File: config.mk
export PLATFORM = sky130hd
export DESIGN_NAME = trace_byte_fifo
export DESIGN_NICKNAME = d
export VERILOG_FILES = /design/src/rtl/trace_byte_fifo.sv
export SDC_FILE = /design/constraint.sdc
export NUM_CORES = 1
export LEC_CHECK = 0
export ABC_AREA = 1
export ABC_CLOCK_PERIOD_IN_PS = 2550
export BUFFER_PORTS_ARGS = -buffer_cell sky130_fd_sc_hd__buf_2
export CAP_MARGIN = 10
export CORE_AREA = 2 2 108 110
export CTS_CLUSTER_DIAMETER = 30
export DETAILED_ROUTE_END_ITERATION = 8
export DIE_AREA = 0 0 110 112
export GPL_TIMING_DRIVEN = 0
export PLACE_DENSITY = 0.75
export SYNTH_ARGS = -nofsm -noshare
export SYNTH_HDL_FRONTEND = slang
export SYNTH_SLANG_ARGS = --single-unit
File: constraint.sdc
create_clock -name clk -period 2.55 [get_ports clk]
set_input_delay 0 -clock clk [delete_from_list [all_inputs] [get_ports clk]]
set_output_delay 0 -clock clk [all_outputs]
set_load 0.05 [all_outputs]
File: src/rtl/trace_byte_fifo.sv
module trace_byte_fifo #(
  parameter int DEPTH      = 12,
  parameter bit STALL_IMPL = 1'b1
) (
  input  logic        clk,
  input  logic        rst_n,
  input  logic        push,
  input  logic [7:0]  push_data,
  input  logic        pop,
  output logic [7:0]  pop_data,
  output logic        empty,
  output logic        full,
  output logic        overflow,
  input  logic [1:0]  reg_addr,
  input  logic        reg_wr,
  input  logic [31:0] reg_wdata,
  output logic [31:0] reg_rdata,
  input  logic        stall_en,
  input  logic        cpu_stall_ok,
  output logic        nearly_full,
  output logic        stall
);

  localparam int AW = (DEPTH > 1) ? $clog2(DEPTH) : 1;
  localparam int CW = $clog2(DEPTH + 1);
  localparam logic [7:0] DEPTH8 = 8'(DEPTH);

  logic [7:0]    mem [DEPTH];
  logic [AW-1:0] wp, rp;
  logic [CW-1:0] cnt, cnt_nx;
  logic [7:0]    thr, thr_nx;
  logic          nf_q, ovf_q;
  logic          do_push, do_pop, thr_wr;
  logic          unused_hi;

  assign unused_hi = ^reg_wdata[31:8];

  assign empty    = (cnt == '0);
  assign full     = (cnt == CW'(DEPTH));
  assign do_push  = push && !full;
  assign do_pop   = pop && !empty;
  assign thr_wr   = reg_wr && (reg_addr == 2'd0) && STALL_IMPL;
  assign pop_data = mem[rp];

  always_comb begin
    cnt_nx = cnt;
    if (do_push && !do_pop) cnt_nx = cnt + 1'b1;
    if (do_pop && !do_push) cnt_nx = cnt - 1'b1;
    thr_nx = thr;
    if (thr_wr) thr_nx = (reg_wdata[7:0] > DEPTH8) ? DEPTH8 : reg_wdata[7:0];
  end

  always_ff @(posedge clk) begin
    if (do_push) mem[wp] <= push_data;
  end

  always_ff @(posedge clk) begin
    if (!rst_n) begin
      wp    <= '0;
      rp    <= '0;
      cnt   <= '0;
      thr   <= DEPTH8;
      nf_q  <= 1'b0;
      ovf_q <= 1'b0;
    end else begin
      if (do_push) wp <= (wp == AW'(DEPTH - 1)) ? '0 : wp + 1'b1;
      if (do_pop)  rp <= (rp == AW'(DEPTH - 1)) ? '0 : rp + 1'b1;
      cnt   <= cnt_nx;
      thr   <= thr_nx;
      nf_q  <= STALL_IMPL && ({1'b0, DEPTH8} - 9'(cnt_nx) < {1'b0, thr_nx});
      if (push && full) ovf_q <= 1'b1;
    end
  end

  assign overflow    = ovf_q;
  assign nearly_full = nf_q;
  assign stall       = nf_q && stall_en && cpu_stall_ok && STALL_IMPL;

  always_comb begin
    case (reg_addr)
      2'd0:    reg_rdata = STALL_IMPL ? {24'd0, thr} : 32'd0;
      2'd1:    reg_rdata = {8'd0, STALL_IMPL, 23'd0};
      default: reg_rdata = 32'd0;
    endcase
  end

  AST_COUNT_BOUND: assert property (@(posedge clk) disable iff (!rst_n)
    cnt <= CW'(DEPTH));
  AST_OVF_SET: assert property (@(posedge clk) disable iff (!rst_n)
    (push && full) |=> overflow);
  AST_OVF_STICKY: assert property (@(posedge clk) disable iff (!rst_n)
    overflow |=> overflow);
  AST_POP_EMPTY: assert property (@(posedge clk) disable iff (!rst_n)
    (pop && empty && !push) |=> empty);
  AST_THR_RANGE: assert property (@(posedge clk) disable iff (!rst_n)
    thr <= DEPTH8);
  AST_FULL_THR: assert property (@(posedge clk) disable iff (!rst_n)
    (STALL_IMPL && thr == DEPTH8 && !empty) |-> nearly_full);
  AST_STALL_GATE: assert property (@(posedge clk) disable iff (!rst_n)
    stall |-> (nearly_full && stall_en && cpu_stall_ok));
  AST_NO_SUPPORT: assert property (@(posedge clk) disable iff (!rst_n)
    !STALL_IMPL |-> (!nearly_full && !stall));

endmodule

Word level (Yosys, flattened, before mapping)
Memories as Yosys holds them, arrays and structs flattened. A register that Yosys moved wholly into a read port is not among the register bits.
Cells that the tools add are included.
{ "op_classes": {"n_addsub": 5, "n_lt_le_gt_ge": 2, "eq_ne": 4, "mux": 11, "n_reduce_logical": 14} }
{ "op_table": {"columns": ["cell", "n"], "rows": [
  ["$pmux W24 S2", 1],
  ["$mux W4", 6],
  ["$mux W8", 2],
  ["$add A4 B1 Y4 const B", 3],
  ["$eq A4 B4 Y1 const B", 3],
  ["$lt A9 B8 Y1", 1],
  ["$gt A8 B4 Y1 const B", 1],
  ["$logic_and A1 B1 Y1", 8],
  ["$sub A4 B4 Y5 const A", 1],
  ["$logic_not A1 Y1", 4],
  ["$logic_not A4 Y1", 1],
  ["$sub A4 B1 Y4 const B", 1],
  ["$eq A2 B1 Y1 const B", 1],
  ["$logic_not A2 Y1", 1],
  ["$mux W1", 2]
]} }
{ "totals": {"ff_bits": 22, "mem_bits_rw": 96, "input_bits": 49, "output_inout_bits": 45, "word_cells": 43, "memories": 1} }
{ "memory_table": {"columns": ["memory", "words", "width", "read_ports", "rd_ports_with_merged_regs", "write_ports", "line", "text"], "rows": [
  ["mem", 12, 8, 1, 1, 1, "28", "logic [7:0] mem [DEPTH];"]
]} }

Logic depth before layout (Yosys ltp)
Gate-level depths: netlist of the first run.
{ "depth": {"depth_word": 9, "ltp_mapped": 22, "mapped_depth_nobuf": 22} }

Worst setup path after synthesis of the first run
OpenSTA, ideal clock, no wires.
{ "synth_path": {"path_type": "register -> register", "start": "register cnt[0]", "end": "register nf_q, in the netlist nearly_full", "setup_time_ns": 0.070, "t_arrival_ns": 2.569, "t_required_ns": 2.480, "setup_slack_ns": -0.088, "stages_incl_launch_ff": 21, "n_path_buf": 0, "period_less_slack_ns": 2.638, "cell_sequence": "dfxtp_1 inv_1 ha_1 nand3_2 nand2_4 inv_2 nand2_4 nand2_2 nor2_1 a211oi_4 ha_1 nand3b_1 nor2_1 ha_1 inv_1 nor3_1 a211oi_1 nand2_1 nand2_1 nand2_1 a21oi_1"} }
{ "synth_between": {"elab_chain_len": 9, "elab_cells_between_ends": 16, "cone_classes": "add/sub (3); order compare (1); eq/ne (1); mux (2); reduce/logical (9)"} }
{ "synth_lines": {"columns": ["item", "line", "text"], "rows": [
  ["from (decl)", "30", "logic [CW-1:0] cnt, cnt_nx;"],
  ["from (signal assigned)", "68", "cnt <= cnt_nx;"],
  ["branches (longest 6 deep; another with $add A4 B1 Y4)", null, null],
  ["$mux W4 *", "48", "if (do_pop && !do_push) cnt_nx = cnt - 1'b1;"],
  ["$sub A4 B4 Y5 *", "70", "nf_q <= STALL_IMPL && ({1'b0, DEPTH8} - 9'(cnt_nx) < {1'b0, thr_nx});"],
  ["$lt A9 B8 Y1 *", "70", null],
  ["to (signal assigned)", "70", null],
  ["to (decl)", "32", "logic nf_q, ovf_q;"]
]} }
Mark *: on every way between the ends.
A chain may end at the register's enable or synchronous reset.

Worst setup path in the final report of the first run
Same ends and word-level chain as after synthesis.

==> impl_metrics.toml, run 1 <==
[cts]
path_clk_slew_ns = 0.06
cts_root_buf = "clkbuf_16"
clkSinkCount = 122
cts_tree = "built"
cts_max_path_buffers = 2
clk_latency_ns = 0.41
numCtsBuffers = 17
h-tree-depth = 4

[synth]
syn-instance-count = 517
seq_area_frac_synth_pct = 61.6
synth-seq-cells = 122
synth_top_area_share_pct = 52.2
yosys_most_used_dff = "edfxtp_1"
yosys.area.top_type = "edfxtp_1"
synthTopCellsByArea = "edfxtp_1 52%, dfxtp_1 9.4%, o21ai_0 4.6%, inv_1 4.6%, nand2_1 4.2%"
yosysUniqueCellTypes = 33
synth_area_per_cell_um2 = 10.7
ys_async_sr_fraction_pct = 0
yosys_warnings = 0
synth_edf_count = 96
netlist_area_um2 = 5530

[critical_path]
critPathBufInv = 3
end_kind = "register"
crit_arrival_ns = 3.03
worstPathCellList = "inv_4, ha_4, nand3_4, nand2_4, inv_4, nand2_4, nand3_1, and2_4, ha_2, nand3b_1, nor2_2, ha_1, inv_1, nor3_1, a211oi_1, nand2_1, nand2_1, nand2_1, a21oi_1"
startpoint_type = "register"
cpMaxStageDelayCell = "dfxtp_2"
required_ns = 2.89
slowest_delay_ns = 0.33
critPathKind = "reg -> reg"
cp_top_family = "simple AND/OR/NAND/NOR gates"
cp_max_fo = 5
cp_common_cell = "nand2_1"

[detailed_routing]
ant_nets = 0
vias = 4034
routed_wl_um = 11400
drc = 0
detail_route.wl_per_cell_um = 14.4
firstDrtPassIters = 5
viasPerCell = 5.09
drt-initial-drc-count = 208

[die]
die_x_um = 110
fp.dieH_um = 112
start_util_pct = 49.4
core_um2 = 11200
row_count = 39
die_area_um2 = 12300
io_pins = 94

[pwr]
ir_drop_mv = 0.551
p_leak_nw = 2.84
powerDensity_nw_per_um2 = 888
p_total_w = 0.00615

[placement]
dp_slack_ns = -0.305
port_buffers = 46
dp_hpwl_um = 7820
gp_congestion = 0.842

[sta]
rsz0062_at_grt = "yes"
fin_crit_sh_pct = 105
finalWorstSetupSlack_ns = -0.136
holdWs_ns = 0.0682
finClkSkew_ns = 0.00434
relSlewSlack_pct = 32.6
fin_setup_tns_ns = -0.136
setup_viol = 1
hold_violations = 0
slew_viol_final = 0
fmax_mhz = 372
worst_pin_slew_ns = 1.01
min_period_ns = 2.69

[global_route]
antenna_found_initial = 0
grt_overflow = 0
grt_pass1_wl_um = 17900
grt_max_degree = 17
grt.total_usage_pct = 19.4
grt_pass1_vias = 3849

[finish]
utilization_pct = 62.0
diodes = 0
final_layout_size_suffix_gt1_share_pct = 22.0
nets = 700
syn_to_final_growth_pct = 25.3
multi_input_area_um2 = 1760
final_common_cell = "edfxtp_1"
final_cell_mix = "96 x edfxtp_1, 65 x inv_1, 62 x nand2_1"
fillers = 843
regArea_um2 = 3410

[job]
cap_violations = 0

[min_path]
hp-class = "in -> reg"

[status]
status = "finished with violations"
violations = "setup timing"
[synthesized netlist by cell type, types with 2 or more instances]
| cell | number |
|---|---|
| o211ai_1 | 8 |
| o21ai_0 | 51 |
| nand2_1 | 62 |
| a211oi_1 | 2 |
| nand2_4 | 2 |
| o31ai_1 | 3 |
| nand3_1 | 6 |
| mux2i_1 | 19 |
| ha_1 | 14 |
| inv_1 | 67 |
| a31oi_1 | 6 |
| buf_4 | 24 |
| dfxtp_1 | 26 |
| nand2_2 | 4 |
| nand3_2 | 2 |
| inv_2 | 2 |
| buf_2 | 5 |
| a21oi_1 | 33 |
| nor3_1 | 12 |
| clkbuf_1 | 12 |
| nand4_1 | 2 |
| nor2_1 | 46 |
| edfxtp_1 | 96 |
| xor2_1 | 3 |
| nand3b_1 | 2 |
[flip-flops by register name, indices dropped and copies added, names as in the netlist, named ones only]
signal / count
overflow: 1
nearly_full: 1
wp: 4
mem: 96
thr: 8
rp: 4
cnt: 4
[final cells by class]
type | count | area share (%)
Buffer | 41 | 3.61
Tap cell | 143 | 2.58
Inverter | 69 | 3.85
Clock buffer | 19 | 6.25
Multi-Input combinational cell | 307 | 25.4
Clock inverter | 13 | 1.84
Timing Repair Buffer | 79 | 7.26
Sequential cell | 122 | 49.2
[worst paths after layout]
path	slack, ns	cells past startpoint	from	end
max	-0.14	19	cnt[0]$_SDFF_PN0_	nearly_full$_SDFF_PN0_
max reg2reg	-0.14	19	cnt[0]$_SDFF_PN0_	nearly_full$_SDFF_PN0_
min	0.07	6	reg_wdata[6]	thr[0]$_SDFF_PN0_
min reg2reg	0.47	2	thr[7]$_SDFF_PN0_	thr[7]$_SDFF_PN0_
[worst min-delay path, delay by kind of cell]
family / cells / cell delay, ns
buffers and inverters: 1 / 0.08
AOI/OAI and AO/OA: 1 / 0.06
and+or+nand+nor: 4 / 0.29
[routing by layer]
metal  up-vias  part of all wire [%]  global-route usage [%]
met3        27                   6.6                    5.50
met5         -                     0                       0
li1       1962                     -                       -
met4         0                   2.2                    7.68
met2       160                    53                    33.9
met1      1885                    38                    22.1
[what timing repair did]
item                       CTS  global route
gates resized for setup     12             4
setup endpoints to repair    1             1
hold endpoints to repair   110             0
buffers inserted             6             1
hold buffers                17             0
pin swaps                    5             6
[metrics by stage]
step           cells  instance area, um^2
6_report         793                 6920
5_1_grt          793                 6920
3_5_place_dp     732                 6050
3_3_place_gp     728                 6030
4_1_cts          787                 6860
2_1_floorplan    539                 5630
[logic make-up after synthesis]
family | count (synthesis) | synth area share (%)
simple gates | 143 | 11.5
flops | 122 | 61.6
buf+inv | 110 | 9.22
compound gates | 104 | 10.4
mux | 19 | 3.44
fa+ha+maj | 14 | 3.17
xor+xnor | 4 | 0.634
other cells | 1 | 0.0679
[power by group]
part	switching, W	leakage [nW]	internal (W)	total, W
clock network	0.000825	0.258	0.00142	0.00225
registers	0.0000516	1.08	0.00222	0.00227
logic	0.00108	1.50	0.000546	0.00163
(Power assumes the default switching activity.)
==> run 2: changes to the inputs <==
CORE_AREA = 2 2 114 116   (was 2 2 108 110)
DIE_AREA = 0 0 116 118   (was 0 0 110 112)
PLACE_DENSITY = 0.68   (was 0.75)
==> run 2 against run 1 <==
  * The flow still finishes with violations (setup timing)
  * Hold slack better by 0.11 ns
  * Core utilization down 5.1 points
  * Critical path depth unchanged
  * Critical path type unchanged
  * Largest power group is now the clock network
==> impl_metrics.toml, run 2 (same netlist as run 1, synthesis figures left out) <==
[finish]
largest_register_ffs = 96
final_cell_mix = "96 x edfxtp_1, 64 x inv_1, 62 x nand2_1"
diodes = 0
nets = 705
top_register = "mem"
final_common_cell = "edfxtp_1"
final_layout_size_suffix_gt1_share_pct = 23.2
syn_to_final_growth_pct = 27.7
final_cells = 827
top_regs = "mem: 96 flops, thr: 8 flops"

[placement]
port_buffers = 46
gp_congestion = 0.844
dp_hpwl_um = 7800
dp.cells = 760

[cts]
clk_latency_ns = 0.42
h-tree-depth = 4
clkSinkCount = 122
path_clk_slew_ns = 0.05
numCtsBuffers = 17
cts_max_path_buffers = 2
cts_tree = "built"
cts_root_buf = "clkbuf_16"

[critical_path]
cp_num_cells = 19
crit_arrival_ns = 3.02
critPathKind = "reg -> reg"
slowest_delay_ns = 0.32
cpMaxStageDelayCell = "dfxtp_2"
r2r-start = "cnt[1]$_SDFF_PN0_"
reg2reg_slack_ns = -0.12
worstPathCellList = "inv_2, ha_4, nand3_4, nand2_4, nand3_4, nand2_2, nand2_1, and2_4, ha_2, nand3b_1, nor2_2, ha_1, inv_2, nor3_1, a211oi_1, nand2_1, nand2_1, nand2_1, a21oi_1"
cp_common_cell = "nand2_1"
startpoint_type = "register"
critPathBufInv = 2
required_ns = 2.89
cp_top_family = "simple AND/OR/NAND/NOR gates"
end_kind = "register"
worstRegToRegCells = 19
cp_max_fo = 6
r2r-end = "nearly_full$_SDFF_PN0_"

[detailed_routing]
wl_met2_um = 6100
firstDrtPassIters = 4
drc = 0
ant_nets = 0
wl_met3_um = 484
detail_route.wl_per_cell_um = 14.2
highest_layer = "met4"
drt-initial-drc-count = 272
viasPerCell = 4.83
wl_met1_um = 4970
vias = 3994
routed_wl_um = 11700

[sta]
fmax_mhz = 374
setup_viol = 1
finClkSkew_ns = 0.0108
fin_crit_sh_pct = 105
rsz0062_at_grt = "yes"
min_period_ns = 2.67
finalWorstSetupSlack_ns = -0.125
slew_viol_final = 0
hold_violations = 0
worst_pin_slew_ns = 0.951
relSlewSlack_pct = 36.4
fin_setup_tns_ns = -0.125

[die]
io_pins = 94
fp.dieH_um = 118
die_area_um2 = 13700
start_util_pct = 44.5
die_x_um = 116
row_count = 41
core_um2 = 12400

[global_route]
grt_pass1_wl_um = 18200
grt_pass1_vias = 3932
grt.total_usage_pct = 17.7
grt_max_degree = 17
antenna_found_initial = 0
grt_overflow = 0

[status]
violations = "setup timing"
status = "finished with violations"

[pwr]
pwr-share-seq_pct = 35.7
p_sw_w = 0.00196
ir_drop_mv = 0.607
powerDensity_nw_per_um2 = 897
p_leak_nw = 2.89
p_int_w = 0.00437
p_clk_share_pct = 38.4
switching_share_pct = 31.0
power.share.combinational_pct = 25.9

[job]
cap_violations = 0

[min_path]
hold_path_end = "thr[1]$_SDFF_PN0_"
holdCritStartpoint = "reg_wdata[2]"
hold_depth = 6
hp-class = "in -> reg"
-- run 2: routing by layer --
metal | vias to the layer above | track usage (%)
met2 | 88 | 30.5
met3 | 18 | 5.82
met1 | 1920 | 20.5
met4 | 0 | 5.80
met5 | - | 0
li1 | 1968 | -
-- run 2: tightest hold or removal path: cells and delay by family --
family / cells / cell delay [ns]
compound gates: 1 / 0.14
buf+inv: 1 / 0.11
simple gates: 4 / 0.31
-- run 2: worst max-delay path by stage --
| stage | startpoint | endpoint |
|---|---|---|
| 2_1_floorplan | cnt[0]$_SDFF_PN0_ | nearly_full$_SDFF_PN0_ |
| 3_5_place_dp | cnt[0]$_SDFF_PN0_ | nearly_full$_SDFF_PN0_ |
| 4_1_cts | cnt[0]$_SDFF_PN0_ | nearly_full$_SDFF_PN0_ |
| 3_3_place_gp | cnt[0]$_SDFF_PN0_ | nearly_full$_SDFF_PN0_ |
| 5_1_grt | cnt[1]$_SDFF_PN0_ | nearly_full$_SDFF_PN0_ |
| 6_report | cnt[1]$_SDFF_PN0_ | nearly_full$_SDFF_PN0_ |
-- run 2: per-stage QoR --
| stage | cell area (um^2) | setup slack [ns] | hold slack (ns) | total power, W | utilization [%] |
|---|---|---|---|---|---|
| 3_3_place_gp | 6070 | -0.222 | 0.265 | 0.00374 | 48.9 |
| 6_report | 7060 | -0.125 | 0.182 | 0.00633 | 56.8 |
| 2_1_floorplan | 5630 | 0.00206 | 0.0691 | 0.00345 | - |
| 5_1_grt | 7060 | -0.278 | 0.218 | 0.00663 | 56.8 |
| 3_5_place_dp | 6090 | -0.257 | 0.276 | 0.00378 | 49.1 |
| 4_1_cts | 6980 | -0.0956 | 0.161 | 0.00629 | 56.2 |
-- run 2: repair_timing --
action                     in CTS  in global routing
pin swaps                       4                  8
gates resized for setup         9                  5
hold endpoints to repair      110                  0
setup endpoints to repair       9                  1
buffers inserted                7                  5
hold buffers                   20                  0
-- run 2: power groups by stage --
stage | Clock, W | Sequential, W | Combinational, W
detailed placement | 0 | 0.00230 | 0.00148
CTS | 0.00246 | 0.00226 | 0.00156
global placement | 0 | 0.00230 | 0.00145
global route | 0.00256 | 0.00227 | 0.00180
finish | 0.00243 | 0.00226 | 0.00164
floorplan | 0 | 0.00232 | 0.00113
-- run 2: final cells by class --
type,count,area [um^2]
Timing Repair Buffer,84,553
Inverter,69,259
Clock buffer,21,460
Buffer,41,250
Fill cell,1027,5360
Multi-Input combinational cell,307,1770
Sequential cell,122,3410
Tap cell,172,215
Clock inverter,11,146
==> run 3: changes to the inputs <==
--- a/constraint.sdc
+++ b/constraint.sdc
@@ -3,2 +3,2 @@
 set_output_delay 0 -clock clk [all_outputs]
-set_load 0.05 [all_outputs]
+set_load 0.1 [all_outputs]
==> run 3 against run 2 <==
  * The flow still finishes with violations (setup timing)
  * Critical path type unchanged
  * Hold slack lost 0.18 ns
  * Setup slack worse by 0.12 ns
  * Clock-buffer cell count is 1 lower
  * Design area is 1.7% higher
  * Final cell count grew 0.12%
  * Power up 9.7%
  * Global-route usage is 0.26 points higher
  * Critical endpoint unchanged
==> impl_metrics.toml, run 3 (same netlist as run 1, synthesis figures left out) <==
[sta]
slew_viol_final = 0
relSlewSlack_pct = 32.8
finalWorstSetupSlack_ns = -0.242
hold_violations = 0
worst_pin_slew_ns = 1.01
finClkSkew_ns = 0.00757
setup_viol = 1
rsz0062_at_grt = "yes"
fmax_mhz = 358
fin_crit_sh_pct = 109
min_period_ns = 2.79
holdWs_ns = 0.00630

[finish]
diodes = 0
top_regs = "mem: 96 flops, thr: 8 flops"
top_register = "mem"
nets = 706
final_cell_mix = "96 x edfxtp_1, 63 x inv_1, 60 x nand2_1"
fillers = 1010
final_layout_size_suffix_gt1_share_pct = 25.9
final_common_cell = "edfxtp_1"
largest_register_ffs = 96
syn_to_final_growth_pct = 29.8
utilization_pct = 57.8

[die]
fp.dieH_um = 118
die_area_um2 = 13700
row_count = 41
die_x_um = 116
start_util_pct = 44.5
io_pins = 94
core_um2 = 12400

[critical_path]
cpMaxStageDelayCell = "dfxtp_4"
startpoint_type = "register"
worstPathCellList = "inv_4, ha_4, nand3_4, nand2_4, nand3_4, nand2_4, nand2_2, and2_4, ha_4, nand3b_1, nor2_2, ha_1, inv_2, nor3_2, a211oi_2, nand2_1, nand2_1, nand2_1, a21oi_2"
cp_common_cell = "nand2_1"
end_kind = "register"
cp_max_fo = 6
worstRegToRegCells = 19
crit_arrival_ns = 3.15
slowest_delay_ns = 0.35
required_ns = 2.90
critPathKind = "reg -> reg"

[job]
cap_violations = 0

[cts]
clkSinkCount = 122
cts_root_buf = "clkbuf_16"
h-tree-depth = 4
cts_max_path_buffers = 2
numCtsBuffers = 17
path_clk_slew_ns = 0.06
cts_tree = "built"
clk_latency_ns = 0.41

[status]
violations = "setup timing"
status = "finished with violations"

[pwr]
p_leak_nw = 2.92
powerDensity_nw_per_um2 = 968
ir_drop_mv = 0.620

[detailed_routing]
drt-initial-drc-count = 283
vias = 4035
viasPerCell = 4.87
ant_nets = 0
routed_wl_um = 12300
detail_route.wl_per_cell_um = 14.8
drc = 0
firstDrtPassIters = 4

[placement]
gp_congestion = 0.868
dp_hpwl_um = 7960
port_buffers = 46

[min_path]
hold_depth = 4
hp-class = "in -> reg"

[global_route]
grt_max_degree = 17
grt.total_usage_pct = 17.9
grt_pass1_vias = 3922
grt_overflow = 0
grt_pass1_wl_um = 18600
antenna_found_initial = 0
## run 3: cell types whose count changed in the layout (fill, tap and decap cells not counted), sizes merged
cell / change
bufinv: +1
clkbuf: +1
buf: +1
dlygate4sd3: -2
## run 3: final cells by class
cell class | count | area (um^2) | share of cell area [%]
Timing Repair Buffer | 85 | 563 | 7.85
Buffer | 41 | 253 | 3.52
Tap cell | 172 | 215 | 3.00
Sequential cell | 122 | 3410 | 47.5
Clock buffer | 20 | 457 | 6.37
Inverter | 69 | 267 | 3.71
Multi-Input combinational cell | 307 | 1840 | 25.6
Clock inverter | 12 | 173 | 2.41
## run 3: path summary, 6_finish.rpt
kind / from / endpoint / slack [ns]
worst max-delay path: cnt[0]$_SDFF_PN0_ / nearly_full$_SDFF_PN0_ / -0.24
worst min-delay path: pop / rp[0]$_SDFFE_PN0N_ / 0.006
worst max register to register: cnt[0]$_SDFF_PN0_ / nearly_full$_SDFF_PN0_ / -0.24
worst min register to register: thr[4]$_SDFF_PN0_ / thr[4]$_SDFF_PN0_ / 0.47
## run 3: metal layers
| metal | GRT usage (%) | share of wire [%] | vias to the layer above |
|---|---|---|---|
| li1 | - | - | 1976 |
| met1 | 20.6 | 41 | 1938 |
| met5 | 0 | 0 | - |
| met3 | 4.58 | 4.5 | 21 |
| met4 | 7.51 | 1.5 | 0 |
| met2 | 31.3 | 53 | 100 |
## run 3: stage by stage
stage,worst slack [ns],total power (W),cell area (um^2),instances,setup TNS [ns]
6_report,-0.242,0.00694,7170,828,-0.242
2_1_floorplan,0.00206,0.00383,5660,539,0
3_3_place_gp,-0.221,0.00412,6100,757,-0.281
5_1_grt,-0.378,0.00720,7170,828,-0.378
3_5_place_dp,-0.275,0.00417,6120,761,-1.03
4_1_cts,-0.195,0.00674,6970,814,-0.195
## run 3: timing repair
item                                    4_1_cts  5_1_grt
endpoints found under the setup margin       20        6
resized for setup                             7       27
pin swaps                                     3       14
hold endpoints to repair                    111        0
hold buffers                                 18        0
buffers inserted                              3       11
## run 3: power breakdown
part	switching (W)	leakage (nW)	total, W	internal (W)
Combinational	0.00152	1.53	0.00215	0.000627
Clock	0.000849	0.306	0.00253	0.00168
Sequential	0.0000463	1.08	0.00227	0.00222
## run 3: worst max-delay path, delay by kind of cell, from the launching register on
family          cells  cell delay, ns
compound gates      2            0.32
flops               1            0.35
buf+inv             2            0.15
fa+ha+maj           3            0.61
simple gates       12            1.32
